### src/rtl/tblx_pkg.sv
package tblx_pkg;
    localparam int ADDR_W = 21;
    localparam int DATA_W = 8;

    typedef enum logic [1:0] {
        UPD_KEEP    = 2'b00,
        UPD_POSTINC = 2'b01,
        UPD_POSTDEC = 2'b10,
        UPD_PREINC  = 2'b11
    } upd_mode_e;

    typedef enum logic [1:0] {
        SQ_IDLE  = 2'b00,
        SQ_ISSUE = 2'b01,
        SQ_WAIT  = 2'b10
    } sq_state_e;

    typedef struct packed {
        logic      write;
        upd_mode_e mode;
    } cmd_t;

    // Step a pointer by +1, -1 or 0 with natural modulo wrap.
    function automatic logic [ADDR_W-1:0] step_ptr(input logic [ADDR_W-1:0] p,
                                                   input logic up, input logic down);
        logic [ADDR_W-1:0] r;
        r = p;
        if (up)        r = p + ADDR_W'(1);
        else if (down) r = p - ADDR_W'(1);
        return r;
    endfunction
endpackage

### src/rtl/tblx_seq.sv
module tblx_seq
    import tblx_pkg::*;
(
    input  logic clk,
    input  logic rst,
    input  logic cmd_valid,
    input  logic cmd_write,
    input  logic [1:0] cmd_mode,
    input  logic mem_ack,
    output logic accept,
    output logic done,
    output logic busy,
    output logic issue,
    output cmd_t cmd_q
);
    sq_state_e state_q, state_d;

    always_comb begin
        accept  = (state_q == SQ_IDLE) && cmd_valid;
        busy    = (state_q != SQ_IDLE);
        issue   = (state_q == SQ_ISSUE);
        done    = busy && mem_ack;
        state_d = state_q;
        unique case (state_q)
            SQ_IDLE:  if (accept) state_d = SQ_ISSUE;
            SQ_ISSUE: state_d = mem_ack ? SQ_IDLE : SQ_WAIT;
            SQ_WAIT:  if (mem_ack) state_d = SQ_IDLE;
            default:  state_d = SQ_IDLE;
        endcase
    end

    always_ff @(posedge clk) begin
        if (rst) begin
            state_q <= SQ_IDLE;
            cmd_q   <= '0;
        end else begin
            state_q <= state_d;
            if (accept) begin
                cmd_q.write <= cmd_write;
                cmd_q.mode  <= upd_mode_e'(cmd_mode);
            end
        end
    end
endmodule

### src/rtl/tblx_ptr.sv
module tblx_ptr
    import tblx_pkg::*;
#(
    parameter int AW = ADDR_W
) (
    input  logic          clk,
    input  logic          rst,
    input  logic          accept,
    input  logic [1:0]    acc_mode,
    input  logic          done,
    input  upd_mode_e     held_mode,
    input  logic          load_en,
    input  logic [AW-1:0] load_val,
    output logic [AW-1:0] ptr_q,
    output logic [AW-1:0] addr_q
);
    logic          pre_inc;
    logic [AW-1:0] ptr_d, addr_d;

    always_comb begin
        pre_inc = accept && (upd_mode_e'(acc_mode) == UPD_PREINC);
        ptr_d   = ptr_q;
        addr_d  = addr_q;
        if (accept) begin
            ptr_d  = AW'(step_ptr(ADDR_W'(ptr_q), pre_inc, 1'b0));
            addr_d = ptr_d;
        end else if (done) begin
            ptr_d = AW'(step_ptr(ADDR_W'(ptr_q),
                                 held_mode == UPD_POSTINC,
                                 held_mode == UPD_POSTDEC));
        end else if (load_en) begin
            ptr_d = load_val;
        end
    end

    always_ff @(posedge clk) begin
        if (rst) begin
            ptr_q  <= '0;
            addr_q <= '0;
        end else begin
            ptr_q  <= ptr_d;
            addr_q <= addr_d;
        end
    end
endmodule

### src/rtl/tblx_latch.sv
module tblx_latch
    import tblx_pkg::*;
#(
    parameter int DW = DATA_W
) (
    input  logic          clk,
    input  logic          rst,
    input  logic          capture,
    input  logic [DW-1:0] rdata,
    input  logic          load_en,
    input  logic [DW-1:0] load_val,
    output logic [DW-1:0] lat_q
);
    always_ff @(posedge clk) begin
        if (rst)          lat_q <= '0;
        else if (capture) lat_q <= rdata;
        else if (load_en) lat_q <= load_val;
    end
endmodule

### src/rtl/tblx_unit.sv
module tblx_unit
    import tblx_pkg::*;
#(
    parameter int AW = ADDR_W,
    parameter int DW = DATA_W
) (
    input  logic          clk,
    input  logic          rst,
    input  logic          cmd_valid,
    input  logic          cmd_write,
    input  logic [1:0]    cmd_mode,
    input  logic          ptr_load,
    input  logic [AW-1:0] ptr_load_val,
    input  logic          lat_load,
    input  logic [DW-1:0] lat_load_val,
    output logic [AW-1:0] ptr_o,
    output logic [DW-1:0] lat_o,
    output logic          busy,
    output logic          mem_req,
    output logic          mem_we,
    output logic [AW-1:0] mem_addr,
    output logic [DW-1:0] mem_wdata,
    input  logic [DW-1:0] mem_rdata,
    input  logic          mem_ack
);
    logic accept, done, issue, quiet;
    cmd_t cmd_q;

    tblx_seq u_seq (
        .clk(clk), .rst(rst),
        .cmd_valid(cmd_valid), .cmd_write(cmd_write), .cmd_mode(cmd_mode),
        .mem_ack(mem_ack),
        .accept(accept), .done(done), .busy(busy), .issue(issue), .cmd_q(cmd_q)
    );

    // Loads only land on a cycle with no access and no new command.
    assign quiet = !busy && !cmd_valid;

    tblx_ptr #(.AW(AW)) u_ptr (
        .clk(clk), .rst(rst),
        .accept(accept), .acc_mode(cmd_mode),
        .done(done), .held_mode(cmd_q.mode),
        .load_en(quiet && ptr_load), .load_val(ptr_load_val),
        .ptr_q(ptr_o), .addr_q(mem_addr)
    );

    tblx_latch #(.DW(DW)) u_lat (
        .clk(clk), .rst(rst),
        .capture(done && !cmd_q.write), .rdata(mem_rdata),
        .load_en(quiet && lat_load), .load_val(lat_load_val),
        .lat_q(lat_o)
    );

    assign mem_req   = issue;
    assign mem_we    = busy && cmd_q.write;
    assign mem_wdata = lat_o;
endmodule

### config.mk
export PLATFORM = sky130hd
export DESIGN_NAME = tblx_unit
export DESIGN_NICKNAME = d
export VERILOG_FILES = /design/src/rtl/tblx_pkg.sv /design/src/rtl/tblx_seq.sv /design/src/rtl/tblx_ptr.sv /design/src/rtl/tblx_latch.sv /design/src/rtl/tblx_unit.sv
export SDC_FILE = /design/constraint.sdc
export NUM_CORES = 1
export LEC_CHECK = 0
export ABC_AREA = 1
export BUFFER_PORTS_ARGS = -buffer_cell sky130_fd_sc_hd__buf_4
export CORE_AREA = 2 2 89 91
export DETAILED_ROUTE_END_ITERATION = 10
export DIE_AREA = 0 0 91 93
export GPL_ROUTABILITY_DRIVEN = 0
export GPL_TIMING_DRIVEN = 0
export PLACE_DENSITY = 0.81
export SYNTH_ARGS = -nofsm -noshare
export SYNTH_HDL_FRONTEND = slang
export SYNTH_SLANG_ARGS = --single-unit
### constraint.sdc
create_clock -name clk -period 2.2 [get_ports clk]
set_input_delay 0.11 -clock clk [delete_from_list [all_inputs] [get_ports clk]]
set_output_delay 0.11 -clock clk [all_outputs]
set_load 0.02 [all_outputs]
==> run_results.csv <==
group,metric,value,unit
place,port_buffers,106,
timing,fmax,502.3,MHz
route,route.vias.total,4686,
route,drc,0,
logic_synthesis,synth-seq-area-share,0.2872,
timing,setup_slack,209.2,ps
job,cap_violations,0,
route,viasPerCell,5.632,
worst_setup_path,critPathLaunchType,"flip-flop",
timing,hold_viol_final,0,
floorplan,fp-row-count,32,
worst_setup_path,cp-startpoint,"u_ptr.ptr_q[0]",
floorplan,fp.dieW,91,um
cts,cts_buffer_depth,2,
cts,htree_levels,2,
layout,area_growth,26.89,%
timing,maxSlewViolCount,0,
cts,clk_pin_slew_worst_paths,110,ps
worst_setup_path,crit_arrival,2250,ps
logic_synthesis,synthesis.area,0.003834,mm2
route,firstDrtPassIters,5,
global_route,antenna_found_initial,0,
cts,insertion_delay,320,ps
cts,cts_tree,"done",
place,dp_slack,234.8,ps
timing,tightest_slew,680.2,ps
cts,clkSinkCount,55,
layout,stdcell_area,0.004865,mm2
logic_synthesis,synth_warnings,0,
logic_synthesis,synthTopCellsByArea,"dfxtp_1 29%, nand2_1 14%, nand3_1 7.6%",
layout,antenna_cells,0,
pwr,p_per_area,612.4,mW/mm2
timing,fin_crit,1991,ps
logic_synthesis,yosysTopAreaCell,"dfxtp_1",
pwr,p_leak,2.277,nW
route,antenna_left,0,
floorplan,ioPinCount,107,
timing,grt_setup_unrepaired,"false",
outcome,outcome,"finished clean",
place,place_area,0.004757,mm2
global_route,grt_usage,0.3010,
floorplan,start_util,0.5093,
timing,relSlewSlack,0.5465,
floorplan,coreArea,0.007527,mm2
worst_setup_path,crit_fanout,6,
hold_path,hold_path_class,"input pin to flip-flop",
layout,num-fill-cells,737,
cts,root_buffer,"clkbuf_8",
timing,tns,0,ps
route,avgRoutedWirePerCell,15.32,um
place,place_hpwl,9490,um
route,drt-total-wl,12750,um
cts,cts_buffers,5,
worst_setup_path,crit_type,"flip-flop to flip-flop",
layout,post-route-util,0.6463,
timing,worst_clock_skew,8.670,ps
logic_synthesis,avgSynthCellArea,6.234,um2
global_route,first_global_vias,4447,
global_route,grt_pass1_wl,20760,um
logic_synthesis,synthCells,615,
route,drt_iter0_markers,411,
hold_path,min_from,"mem_rdata[4]",
logic_synthesis,synthDistinctLibCells,35,
floorplan,dieArea,0.008463,mm2
logic_synthesis,synth.net_count,663,
floorplan,die_y,93,um
timing,report.final.setup_viol,0,
pwr,ir_drop,409.4,uV
logic_synthesis,synth_top_area_share,0.2872,
worst_setup_path,r2r-start,"u_ptr.ptr_q[0]",
logic_synthesis,ys_ff_latch,55,
worst_setup_path,end_kind,"flip-flop",
global_route,grt_max_degree,17,
global_route,grt-ovfl-total,0,
timing,timing.final.crit_share,0.9049,
layout,fin_nets,777,
layout,drive_gt1_frac,0.2219,
worst_setup_path,required,2460,ps
==> layout make-up <==
cell class / count / area [um2] / area share
well taps: 102 / 127.6 / 0.02623
plain buffers: 47 / 244.0 / 0.05015
inverters: 58 / 220.2 / 0.04527
flip-flops and latches: 55 / 1102 / 0.2266
repair buffers: 107 / 805.8 / 0.1656
clock buffers: 6 / 72.57 / 0.01492
multi-input cells: 455 / 2280 / 0.4686
clock inverters: 2 / 12.51 / 0.002572
==> placed cells by master, fill, tap and decap left out, types with 2 or more instances in the layout <==
cell	synthesis	routed
a21oi_1	48	48
clkbuf_2	2	3
a31oi_1	11	11
nand4_1	10	10
a41oi_1	2	2
xnor2_1	3	3
nor2_1	71	71
nor3_2	0	2
buf_4	10	116
buf_1	4	4
o21ai_2	3	3
and3_1	2	2
clkbuf_1	15	15
nand2_1	139	139
inv_2	3	3
buf_2	15	15
nor2_8	2	2
clkbuf_8	0	5
dfxtp_1	55	54
nand3_1	58	58
nor2_4	5	5
nor2_2	2	2
o211ai_1	10	10
inv_1	54	54
ha_1	2	2
xor2_1	21	21
o21ai_0	51	51
o21ai_1	6	6
==> worst max-delay path: stages, from the launching register on <==
cell,delay (ps)
dfxtp_1,370
inv_1,150
ha_1,300
nand2_1,150
nor2_4,190
nand2_1,140
nor2_1,150
xor2_1,160
nand2_1,60
nand2_1,80
nand2_1,50
a21oi_1,140
==> layer usage <==
layer | part of all wire | global-route usage | up-vias
met1 | 0.39 | 0.3594 | 2086
met2 | 0.46 | 0.5074 | 304
met4 | 0.042 | 0.1553 | 0
li1 | - | - | 2242
met5 | 0 | 0 | -
met3 | 0.11 | 0.06849 | 54
==> state kept, by name, summed over array words and instances (netlist names) <==
signal	count
u_lat.lat_q	8
u_ptr.addr_q	21
u_ptr.ptr_q	21
u_seq.cmd_q	3
u_seq.state_q	2
==> synthesized netlist by cell type <==
master / n
nand2_1: 139
nor2_1: 71
nand3_1: 58
dfxtp_1: 55
inv_1: 54
o21ai_0: 51
a21oi_1: 48
xor2_1: 21
buf_2: 15
clkbuf_1: 15
a31oi_1: 11
buf_4: 10
nand4_1: 10
o211ai_1: 10
o21ai_1: 6
nor2_4: 5
buf_1: 4
inv_2: 3
nor3_1: 3
o21ai_2: 3
xnor2_1: 3
a41oi_1: 2
and3_1: 2
clkbuf_2: 2
ha_1: 2
nor2_2: 2
nor2_8: 2
a211oi_1: 1
a21boi_0: 1
and2_1: 1
buf_6: 1
inv_4: 1
nand2_2: 1
o2111ai_1: 1
o31ai_1: 1
==> through the flow <==
| step | hold WS, ps | power (W) | std cells |
|---|---|---|---|
| 2_1_floorplan | 179.1 | 0.001964 | 615 |
| 3_3_place_gp | 308.0 | 0.002358 | 823 |
| 3_5_place_dp | 313.5 | 0.002385 | 823 |
| 4_1_cts | 49.23 | 0.002965 | 832 |
| 5_1_grt | 50.52 | 0.003145 | 832 |
| 6_report | 50.31 | 0.002979 | 832 |
==> where the power goes <==
group	leakage [nW]	switching [W]	internal (W)	total, W
registers	0.454	0.0000796	0.00109	0.00117
logic	1.78	0.000769	0.000458	0.00123
clock network	0.0412	0.000357	0.000224	0.000581
==> kinds of logic (layout without fill, tap and decap cells) <==
| family | after synthesis | after routing | share of synthesized area |
|---|---|---|---|
| xor gates and xnor gates | 24 | 24 | 0.05483 |
| AOI/OAI and AO/OA | 135 | 135 | 0.1942 |
| and+or+nand+nor | 294 | 294 | 0.3365 |
| DFF | 55 | 55 | 0.2872 |
| buffers and inverters | 105 | 220 | 0.1208 |
| adders and majority gates | 2 | 2 | 0.006526 |
==> path summary, 6_finish.rpt <==
| check | to | slack, ps | cells past startpoint |
|---|---|---|---|
| max reg2reg | u_ptr.ptr_q[16] | 210 | 11 |
| max | u_ptr.ptr_q[16] | 210 | 11 |
| min reg2reg | u_ptr.addr_q[14] | 470 | 2 |
| min | u_lat.lat_q[4] | 50 | 3 |
==> timing repair <==
action | 4_1_cts | 5_1_grt
buffers inserted | 0 | 0
gates resized for setup | 0 | 5
hold buffers | 1 | 0
endpoints found under the setup margin | 0 | 4
endpoints found under the hold margin | 3 | 0
Note: power is estimated with default switching activity, not from simulation.
